**config.mk**
```make
export PLATFORM = sky130hd
export DESIGN_NAME = uart_rxq_steer
export DESIGN_NICKNAME = d
export VERILOG_FILES = /design/src/rtl/uart_rxq_pkg.sv /design/src/rtl/uart_rxq_fifo.sv /design/src/rtl/uart_rxq_route.sv /design/src/rtl/uart_rxq_steer.sv
export SDC_FILE = /design/constraint.sdc
export NUM_CORES = 1
export LEC_CHECK = 0
export CAP_MARGIN = 20
export CORE_MARGIN = 2
export CORE_UTILIZATION = 25
export CTS_BUF_LIST = sky130_fd_sc_hd__clkbuf_16
export DETAILED_ROUTE_END_ITERATION = 8
export SLEW_MARGIN = 20
export SYNTH_ARGS = -nofsm -noshare
export SYNTH_HDL_FRONTEND = slang
export SYNTH_SLANG_ARGS = --single-unit
export TNS_END_PERCENT = 50
```
**constraint.sdc**
```tcl
create_clock -name clk -period 2.8 [get_ports clk]
set_input_delay 0.28 -clock clk [delete_from_list [all_inputs] [get_ports clk]]
set_output_delay 0.28 -clock clk [all_outputs]
set_load 0.02 [all_outputs]
```
**src/rtl/uart_rxq_pkg.sv**
```systemverilog
package uart_rxq_pkg;

    localparam int DATA_W        = 8;
    localparam int EXT_NOISY_BIT = 7;
    localparam int EXT_PERR_BIT  = 6;

    typedef struct packed {
        logic              noisy;
        logic              perr;
        logic [DATA_W-1:0] data;
    } rxq_entry_t;

    typedef enum logic {
        ROUTE_IRQ = 1'b0,
        ROUTE_DMA = 1'b1
    } route_sel_e;

    // Status byte of the head word; all zero when the queue is empty.
    function automatic logic [7:0] ext_pack(input logic valid, input rxq_entry_t e);
        logic [7:0] v;
        v = '0;
        if (valid) begin
            v[EXT_NOISY_BIT] = e.noisy;
            v[EXT_PERR_BIT]  = e.perr;
        end
        return v;
    endfunction

endpackage

```
**src/rtl/uart_rxq_fifo.sv**
```systemverilog
module uart_rxq_fifo
    import uart_rxq_pkg::*;
#(
    parameter int DEPTH = 8
) (
    input  logic       clk,
    input  logic       rst,
    input  logic       push,
    input  rxq_entry_t push_entry,
    input  logic       pop_req,
    input  logic       ovr_clr,
    output rxq_entry_t head,
    output logic       nonempty,
    output logic       full,
    output logic       overrun
);
    localparam int AW = (DEPTH > 1) ? $clog2(DEPTH) : 1;
    localparam int CW = $clog2(DEPTH + 1);
    localparam logic [CW-1:0] DEPTH_C = CW'(DEPTH);
    localparam logic [AW-1:0] LAST_C  = AW'(DEPTH - 1);

    rxq_entry_t    mem [DEPTH];
    logic [AW-1:0] wr_ptr, rd_ptr;
    logic [CW-1:0] count;
    logic          do_pop, do_push, ovf_evt;

    assign nonempty = (count != '0);
    assign full     = (count == DEPTH_C);
    assign do_pop   = pop_req && nonempty;
    assign do_push  = push && (!full || do_pop);
    assign ovf_evt  = push && full && !do_pop;
    assign head     = nonempty ? mem[rd_ptr] : '0;

    always_ff @(posedge clk) begin
        if (do_push) mem[wr_ptr] <= push_entry;
    end

    always_ff @(posedge clk) begin
        if (rst) begin
            wr_ptr  <= '0;
            rd_ptr  <= '0;
            count   <= '0;
            overrun <= 1'b0;
        end else begin
            if (do_push) wr_ptr <= (wr_ptr == LAST_C) ? '0 : wr_ptr + 1'b1;
            if (do_pop)  rd_ptr <= (rd_ptr == LAST_C) ? '0 : rd_ptr + 1'b1;
            case ({do_push, do_pop})
                2'b10:   count <= count + 1'b1;
                2'b01:   count <= count - 1'b1;
                default: count <= count;
            endcase
            if (ovf_evt)      overrun <= 1'b1;
            else if (ovr_clr) overrun <= 1'b0;
        end
    end
endmodule

```
**src/rtl/uart_rxq_route.sv**
```systemverilog
module uart_rxq_route
    import uart_rxq_pkg::*;
(
    input  logic clk,
    input  logic rst,
    input  logic cond,
    input  logic enable,
    input  logic sel,
    output logic irq,
    output logic dreq
);
    route_sel_e route;
    assign route = route_sel_e'(sel);

    always_ff @(posedge clk) begin
        if (rst) begin
            irq  <= 1'b0;
            dreq <= 1'b0;
        end else begin
            irq  <= enable && cond && (route == ROUTE_IRQ);
            dreq <= enable && cond && (route == ROUTE_DMA);
        end
    end
endmodule

```
**src/rtl/uart_rxq_steer.sv**
```systemverilog
module uart_rxq_steer
    import uart_rxq_pkg::*;
#(
    parameter int DEPTH = 8
) (
    input  logic       clk,
    input  logic       rst,
    input  logic       rx_valid,
    input  logic [7:0] rx_data,
    input  logic       rx_noise,
    input  logic       rx_perr,
    input  logic       rd_strobe,
    input  logic       tx_empty,
    input  logic       ctl_rx_ie,
    input  logic       ctl_rx_dma,
    input  logic       ctl_tx_ie,
    input  logic       ctl_tx_dma,
    input  logic       ovr_clr,
    output logic [7:0] rd_data,
    output logic [7:0] ext_view,
    output logic       rx_full,
    output logic       overrun,
    output logic       rx_irq,
    output logic       rx_dreq,
    output logic       tx_irq,
    output logic       tx_dreq
);
    localparam int NSRC = 2;

    rxq_entry_t in_entry, head;
    logic       fifo_full;
    logic [NSRC-1:0] src_cond, src_en, src_sel, src_irq, src_dreq;

    always_comb begin
        in_entry.data  = rx_data;
        in_entry.noisy = rx_noise;
        in_entry.perr  = rx_perr;
    end

    uart_rxq_fifo #(.DEPTH(DEPTH)) fifo_i (
        .clk        (clk),
        .rst        (rst),
        .push       (rx_valid),
        .push_entry (in_entry),
        .pop_req    (rd_strobe),
        .ovr_clr    (ovr_clr),
        .head       (head),
        .nonempty   (rx_full),
        .full       (fifo_full),
        .overrun    (overrun)
    );

    assign rd_data  = head.data;
    assign ext_view = ext_pack(rx_full, head);

    // index 0: receive data available, index 1: transmitter empty
    assign src_cond = {tx_empty,   rx_full};
    assign src_en   = {ctl_tx_ie,  ctl_rx_ie};
    assign src_sel  = {ctl_tx_dma, ctl_rx_dma};

    for (genvar g = 0; g < NSRC; g++) begin : g_route
        uart_rxq_route route_i (
            .clk    (clk),
            .rst    (rst),
            .cond   (src_cond[g]),
            .enable (src_en[g]),
            .sel    (src_sel[g]),
            .irq    (src_irq[g]),
            .dreq   (src_dreq[g])
        );
    end

    assign rx_irq  = src_irq[0];
    assign rx_dreq = src_dreq[0];
    assign tx_irq  = src_irq[1];
    assign tx_dreq = src_dreq[1];
endmodule

```
---- Yosys cells after proc, flatten, opt, wreduce, memory -nomap -nowiden ----
Memory sizes are Yosys's and may differ from the RTL's. A register that Yosys moved wholly into a read port is not among the register bits.
Cells that the tools add are included.
operators by class
  add/sub/neg operators ................... 4
  equality and inequality tests ........... 5
  mux-type cells .......................... 11
  bitwise gates (word level) .............. 2
  reduce and logical (&&, ||, !) cells .... 16
operator list
  cell                                                  count
  2-to-1 mux 3 bit                                      4
  logical AND 1 bit                                     10
  2-to-1 mux 10 bit                                     1
  one-hot mux 4 bit (2 select lines)                    1
  adder 3 x 1 -> 3 bit (second input constant)          2
  equality test 3 bit (second input constant)           2
  adder 4 x 1 -> 4 bit (second input constant)          1
  equality test 4 bit (second input constant)           1
  2-to-1 mux 1 bit                                      4
  nonzero test 2 bit                                    2
  nonzero test 4 bit                                    1
  subtractor 4 x 1 -> 4 bit (second input constant)     1
  equality test 2 x 1 -> 1 bit (second input constant)  1
  equality test 2 bit (second input constant)           1
  logical NOT 1 bit                                     2
  2-to-1 mux 2 bit                                      1
  inverter 1 bit                                        2
  logical OR 1 bit                                      1
storage, ports and cells
  bits in registers ....................... 15
  bits in writable memories ............... 80
  input port bits ......................... 20
  output and inout port bits .............. 22
  logic and storage cells ................. 47
  memories ................................ 1
memory list
  name        words  bits a word  rd ports  clocked after memory_dff  write ports  line                 RTL
  fifo_i.mem  8      10           1         1                         1            uart_rxq_fifo.sv:22  rxq_entry_t mem [DEPTH];

---- Logic depth before layout (Yosys ltp) ----
Gate-level depths: netlist (run 1).
  word-level depth ........................ 6
  mapped depth ............................ 12
  depth with buffers taken out ............ 12

---- Hierarchy ----
Synthesis (run 1) repeated with hierarchy kept, for this count alone.
second synthesis, totals
  cells, all modules ...................... 232
  area, all modules ....................... 3996.3 um2
modules (own cells, without submodules)
  module          times used  cells an instance  area each (um2)  seq. area each (um2)
  uart_rxq_fifo   1           215                3807.4           2682.6
  uart_rxq_route  2           4                  63.8             40.0
  uart_rxq_steer  1           9                  61.3             0.0

---- Worst setup path after synthesis (run 1) ----
OpenSTA, ideal clock, no wires.
  kind .................................... reg-to-reg
  start point ............................. register fifo_i.count[0]
  end point ............................... register fifo_i.count[3]
  setup time .............................. 0.123 ns
  arrival ................................. 2.309 ns
  required time ........................... 2.677 ns
  slack ................................... 0.368 ns
  stages on the path, launching flop included .. 10
  path buffers ............................ 0
  period minus slack after synthesis ...... 2.432 ns
  path through ............................ dfxtp_1 > or3_4 > nor2_2 > inv_2 > nand2_2 > inv_1 > ha_1 > or3_1 > o32ai_1 > mux2_1
on the way
  word-level cells in the longest chain between the ends .. 6
  elaborated cells between the ends (all ways) .. 12
  classes of those cells .................. add/sub (2); eq/ne (3); mux (1); reduce/logical (6)
RTL lines
  item                                                                             line                  RTL
  start: declaration                                                               uart_rxq_fifo.sv:24   logic [CW-1:0] count;
  start signal: assignment                                                         uart_rxq_fifo.sv:48   2'b10: count <= count + 1'b1;
  start signal: assignment                                                         uart_rxq_fifo.sv:49   2'b01: count <= count - 1'b1;
  start signal: assignment                                                         uart_rxq_fifo.sv:50   default: count <= count;
  nonzero test 4 bit (*)                                                           uart_rxq_fifo.sv:27   assign nonempty = (count != '0);
  named net rx_full                                                                uart_rxq_steer.sv:21  output logic rx_full,
  logical AND 1 bit (*)                                                            uart_rxq_fifo.sv:29   assign do_pop = pop_req && nonempty;
  named net fifo_i.do_pop                                                          uart_rxq_fifo.sv:25   logic do_pop, do_push, ovf_evt;
  logical OR 1 bit                                                                 uart_rxq_fifo.sv:30   assign do_push = push && (!full || do_pop);
  logical AND 1 bit                                                                uart_rxq_fifo.sv:30
  equality test 2 x 1 -> 1 bit / equality test 2 bit (equally long branches)       uart_rxq_fifo.sv:47   case ({do_push, do_pop})
  one-hot mux 4 bit (2 select lines) / nonzero test 2 bit (equally long branches)  --
Mark *: on every way through the listed nets, which the timed path passes. The rest lies on a longest branch.
A chain may end at the register's enable or synchronous reset.

==> impl_metrics.json, run 1 <==
{
  "swShare_pct": 30.2,
  "diodes": 0,
  "slew_viol_final": 0,
  "reg2reg_slack_ns": 0.20,
  "yosysSeqAreaShare_pct": 70.7,
  "hold_class": "in2reg",
  "fmax_mhz": 381,
  "core_area_sq_um": 15300,
  "die_h_um": 129,
  "htree_levels": 3,
  "cp_max_fo": 20,
  "worstPathRequired_ns": 2.52,
  "grt_pass1_vias": 2175,
  "drtAntennaViolNets": 0,
  "critPathKind": "reg2out",
  "hold_buffers": 0,
  "power_density_nw_per_um2": 856,
  "final_nets": 301,
  "relSlewSlack_pct": 59.0,
  "clockBufferDepth": 2,
  "cts.sinks": 98,
  "seq_power_share_pct": 41.6,
  "status": "completed",
  "grt_max_degree": 21,
  "layout_commonest_cell": "edfxtp_1",
  "period_share_pct": 93.8,
  "num_rows": 45,
  "mostFrequentLayoutCells": "edfxtp_1 (80), clkdlybuf4s50_1 (35), mux4_2 (20), nor2_1 (20), dfxtp_1 (18)",
  "numCtsBuffers": 9,
  "synthCells": 223,
  "vias": 2045,
  "cts_resized": 0,
  "die-area_sq_um": 16600,
  "netlist_area_sq_um": 3910,
  "fin_crit_ns": 2.63,
  "drive_gt1_share_pct": 19.4,
  "clkPwrFrac_pct": 27.5,
  "setup-tns-final_ns": 0,
  "drt_iter0_drc": 123,
  "r2r_start": "fifo_i.count[0]",
  "setup_viol_count_final": 0,
  "power.total_mw": 4.16,
  "hold_depth": 3,
  "yosys_warnings": 0,
  "antenna_found_initial": 0,
  "overflow": 0,
  "syn_to_final_growth_pct": 24.4,
  "start_util_pct": 25.6,
  "r2r-end": "fifo_i.count[2]",
  "port_buffers": 35,
  "post-cts-setup-buffer-count": 0,
  "p_leak_nw": 1.59,
  "insertion_delay_ns": 0.34,
  "clkTransAtPathRegs_ns": 0.07,
  "routed_wl_mm": 7.25,
  "wl_per_cell_um": 14.8,
  "hold_viol": 0,
  "io-pin-count": 42,
  "ys_types": 35,
  "worstHoldStart": "ctl_tx_ie",
  "viasPerCell": 4.17,
  "place_hpwl_mm": 4.61,
  "critPathMaxStageDelay_ns": 0.55,
  "dieWidth_um": 129,
  "ir_drop_v": 0.000541,
  "place.gp.congestion": 0.754,
  "tritoncts": "yes",
  "worst-slew-pin-transition_ns": 0.613,
  "critPathCaptureType": "output port",
  "min_to": "g_route[1].route_i.irq",
  "r2r_cells": 9,
  "start_kind": "flip-flop",
  "synth-seq-cells": 98,
  "skew_ns": 0.00697,
  "arrival_ns": 2.35,
  "pwr-share-comb_pct": 30.8,
  "grtUsageTotal_pct": 9.45,
  "critical_path.slowest_cell": "clkdlybuf4s50_1",
  "drcViolationCount": 0,
  "path_cells": "buf_12 > mux4_2 > mux2i_1 > nor2_1 > clkdlybuf4s50_1",
  "root_buffer": "clkbuf_16",
  "p_int_mw": 2.90,
  "grt_first_pass_wirelength_mm": 11.6,
  "cap_viol_max_count": 0,
  "syn_area_per_cell_sq_um": 17.5,
  "dr.pass1.iters": 4,
  "p_switching_mw": 1.26,
  "rsz0062_at_grt": "false"
}
==> registers in the layout, summed over array words and instances, names as in the netlist, named ones only <==
| signal | count |
|---|---|
| fifo_i.rd_ptr | 3 |
| fifo_i.overrun | 1 |
| g_route.route_i.dreq | 2 |
| fifo_i.mem | 80 |
| g_route.route_i.irq | 2 |
| fifo_i.count | 4 |
| fifo_i.wr_ptr | 3 |
==> power groups by stage <==
stage | Combinational [mW] | Sequential (mW) | Clock, mW
floorplan | 0.815 | 1.75 | 0
global placement | 1.29 | 1.76 | 0
detailed placement | 1.30 | 1.76 | 0
CTS | 1.31 | 1.73 | 1.17
global route | 1.39 | 1.74 | 1.25
finish | 1.28 | 1.73 | 1.14
==> worst max path at each step <==
stage / start / slack [ns] / end / cells after the start
2_1_floorplan: fifo_i.count[0] / 0.37 / fifo_i.count[3] / 9
3_3_place_gp: rd_strobe / 0.16 / fifo_i.count[3] / 7
3_5_place_dp: rd_strobe / 0.03 / fifo_i.count[2] / 10
4_1_cts: flip-flop / 0.15 / rd_data[3] / 5
5_1_grt: fifo_i.count[0] / 0.04 / fifo_i.count[2] / 12
6_report: flip-flop / 0.17 / rd_data[3] / 5
==> logic make-up (layout without fill, tap and decap cells) <==
family | after synthesis | count (layout) | share of synthesized area (%)
adder cells (fa/ha/maj) | 7 | 7 | 2.24
AND/OR/NAND/NOR | 52 | 52 | 6.85
buffers and inverters | 15 | 66 | 2.11
multiplexers | 34 | 34 | 15.2
flip-flops | 98 | 98 | 70.7
AO/OA/AOI/OAI | 13 | 13 | 2.15
XOR/XNOR | 3 | 3 | 0.673
other | 1 | 6 | 0.0960
==> critical path: cells and delay by family, from the launching register on <==
kind                   cells  cell delay, ns
multiplexers               2            0.80
buffers and inverters      2            0.77
flip-flops                 1            0.36
AND/OR/NAND/NOR            1            0.08
==> metal layers <==
metal,routed length [um],GRT usage (%),part of all wire [%]
met1,3250,11.5,45
met3,386,3.62,5.3
met5,0,0,0
met4,114,2.88,1.6
met2,3500,15.7,48
==> per-stage QoR <==
stage	worst slack (ns)	hold WS, ns	std cells	utilization [%]	instance area (sq um)
6_report	0.175	0.497	490	31.8	4860
5_1_grt	0.0376	0.513	490	31.8	4860
4_1_cts	0.146	0.488	490	31.8	4860
3_5_place_dp	0.0310	0.487	474	30.0	4580
3_3_place_gp	0.162	0.489	474	30.0	4580
2_1_floorplan	0.368	0.356	228	-	3930
==> synth_stat cells, drive strengths merged <==
| library cell | number | area, sq um |
|---|---|---|
| inv | 2 | 7.50 |
| a31oi | 1 | 6.26 |
| dfxtp | 18 | 360 |
| o32ai | 1 | 8.76 |
| o211ai | 1 | 7.51 |
| ha | 7 | 87.6 |
| nor2 | 21 | 81.3 |
| mux2i | 13 | 130 |
| clkbuf | 3 | 11.3 |
| nor3 | 5 | 25.0 |
| o21ai | 2 | 21.3 |
| nand4b | 1 | 8.76 |
| a21oi | 8 | 40.0 |
| edfxtp | 80 | 2400 |
| nor4b | 1 | 8.76 |
| xor2 | 3 | 26.3 |
| nor3b | 1 | 7.51 |
| nand2 | 7 | 28.8 |
| nand2b | 3 | 18.8 |
| or3 | 5 | 36.3 |
| nor4 | 1 | 6.26 |
| nand3 | 1 | 5.00 |
| buf | 10 | 63.8 |
| and4b | 1 | 10.0 |
| mux4 | 20 | 450 |
| mux2 | 1 | 11.3 |
| conb | 1 | 3.75 |
| nor2b | 5 | 31.3 |
==> layout make-up <==
cell class / count / area [sq um]
fill: 1501 / 10400
sequential: 98 / 2760
multi-input combinational: 115 / 1090
timing repair buffer: 48 / 460
tap: 211 / 264
clock buffer: 9 / 225
clock inverter: 7 / 52.6
inverter: 2 / 7.51
No activity file was read; power rests on OpenSTA's default activity.
==> inputs of run 2 (changes only) <==
Settings changed: CELL_PAD_IN_SITES_DETAIL_PLACEMENT from default to 2, CELL_PAD_IN_SITES_GLOBAL_PLACEMENT from default to 2, MAX_ROUTING_LAYER from default to met4, PLACE_DENSITY_LB_ADDON from default to 0.1.
==> impl_metrics.json, run 2 (same netlist as run 1, synthesis figures left out) <==
{
  "ir_drop_v": 0.000279,
  "drcViolationCount": 0,
  "fin_crit_ns": 2.58,
  "grt_first_pass_wirelength_mm": 13.7,
  "start_util_pct": 25.6,
  "placed_area_sq_um": 4620,
  "final_nets": 306,
  "routed_wl_mm": 8.74,
  "r2r-end": "fifo_i.count[2]",
  "endpoint": "rd_data[3]",
  "mostFrequentLayoutCells": "edfxtp_1 (80), clkdlybuf4s50_1 (35), mux4_2 (20), nor2_1 (20), dfxtp_1 (18)",
  "io-pin-count": 42,
  "cts_resized": 0,
  "regMostFlops": "fifo_i.mem",
  "vias": 2079,
  "numCtsBuffers": 9,
  "period_share_pct": 92.1,
  "worst-slew-pin-transition_ns": 0.621,
  "fill_cells": 1579,
  "die-area_sq_um": 16600,
  "critPathCaptureType": "output port",
  "dieWidth_um": 129,
  "antenna_found_initial": 0,
  "place_hpwl_mm": 5.89,
  "drt_iter0_drc": 97,
  "layout_commonest_cell": "edfxtp_1",
  "arrival_ns": 2.30,
  "grt_max_degree": 21,
  "core_area_sq_um": 15300,
  "final_cells": 494,
  "skew_ns": 0.00564,
  "tritoncts": "yes",
  "power_density_nw_per_um2": 853,
  "pre_cts_ws_ns": 0.115,
  "die_h_um": 129,
  "num_rows": 45,
  "wl_per_cell_um": 17.7,
  "dr.pass1.iters": 4,
  "insertion_delay_ns": 0.34,
  "worstPathRequired_ns": 2.52,
  "r2r_start": "fifo_i.count[1]",
  "setup_viol_count_final": 0,
  "fmax_mhz": 388,
  "slew_viol_final": 0,
  "grt_pass1_vias": 2297,
  "start_kind": "flip-flop",
  "reg2reg_slack_ns": 0.28,
  "viasPerCell": 4.21,
  "clkTransAtPathRegs_ns": 0.07,
  "dp.cells": 479,
  "status": "completed",
  "rsz0062_at_grt": "false",
  "grtUsageTotal_pct": 11.9,
  "place.gp.congestion": 0.669,
  "critPathKind": "reg2out",
  "hold_buffers": 0,
  "overflow": 0,
  "setup-tns-final_ns": 0,
  "cts.sinks": 98,
  "hold_class": "reg2reg",
  "r2r_cells": 12,
  "relSlewSlack_pct": 58.5,
  "root_buffer": "clkbuf_16",
  "utilization_pct": 32.0,
  "hold_viol": 0,
  "reg_top3": "fifo_i.mem (80), fifo_i.count (4)",
  "clockBufferDepth": 2,
  "port_buffers": 35,
  "cp_max_fo": 20,
  "cap_viol_max_count": 0,
  "drtAntennaViolNets": 0,
  "fin_area_sq_um": 4880,
  "largest_reg_flops": 80,
  "p_leak_nw": 1.61,
  "drive_gt1_share_pct": 20.5,
  "diodes": 0,
  "syn_to_final_growth_pct": 24.9,
  "htree_levels": 3,
  "fin_ws_ns": 0.222,
  "post-cts-setup-buffer-count": 0
}
[run 2: cell count changes in the layout (fill, tap and decap cells not counted), sizes merged]
cell	previous run	this run
buf	13	18
clkinv	3	5
inv	5	3
clkinvlp	1	0
[run 2: power by group]
group          internal [mW]  switching (mW)
Sequential              1.67          0.0621
Clock                  0.593           0.527
Combinational          0.633           0.678
[run 2: worst max-delay path, cell delays in order (launching register included)]
cell,delay [ns]
dfxtp_1,0.36
buf_12,0.22
mux4_2,0.53
mux2i_1,0.24
nor2_1,0.07
clkdlybuf4s50_1,0.54
[run 2: per-layer routing]
metal	GRT usage [%]	vias up	wire length (um)
li1	-	965	-
met4	4.41	0	116
met2	18.6	30	4290
met3	2.91	9	262
met1	15.0	1075	4070
met5	-	-	0
[run 2: final cells by class]
cell class	instances	area [sq um]	area share (%)
repair buffers	53	498	10.2
inverters	2	7.51	0.154
well taps	211	264	5.41
clock inverters	6	36.3	0.744
flip-flops and latches	98	2760	56.6
multi-input cells	115	1090	22.3
clock buffers	9	225	4.62
[run 2: how the worst min path moves through the flow]
stage                      from                      end  depth (start not counted)
2_1_floorplan               rst  g_route[1].route_i.dreq                          1
3_3_place_gp   fifo_i.rd_ptr[1]         fifo_i.rd_ptr[1]                          2
3_5_place_dp   fifo_i.rd_ptr[1]                flip-flop                          2
4_1_cts               ctl_tx_ie   g_route[1].route_i.irq                          3
5_1_grt              ctl_tx_dma   g_route[1].route_i.irq                          2
6_report       fifo_i.rd_ptr[1]         fifo_i.rd_ptr[1]                          2
[run 2: metrics by stage]
step | hold WS, ns | total power [mW]
2_1_floorplan | 0.356 | 2.57
3_3_place_gp | 0.483 | 3.11
3_5_place_dp | 0.485 | 3.12
4_1_cts | 0.496 | 4.26
5_1_grt | 0.517 | 4.41
6_report | 0.491 | 4.16
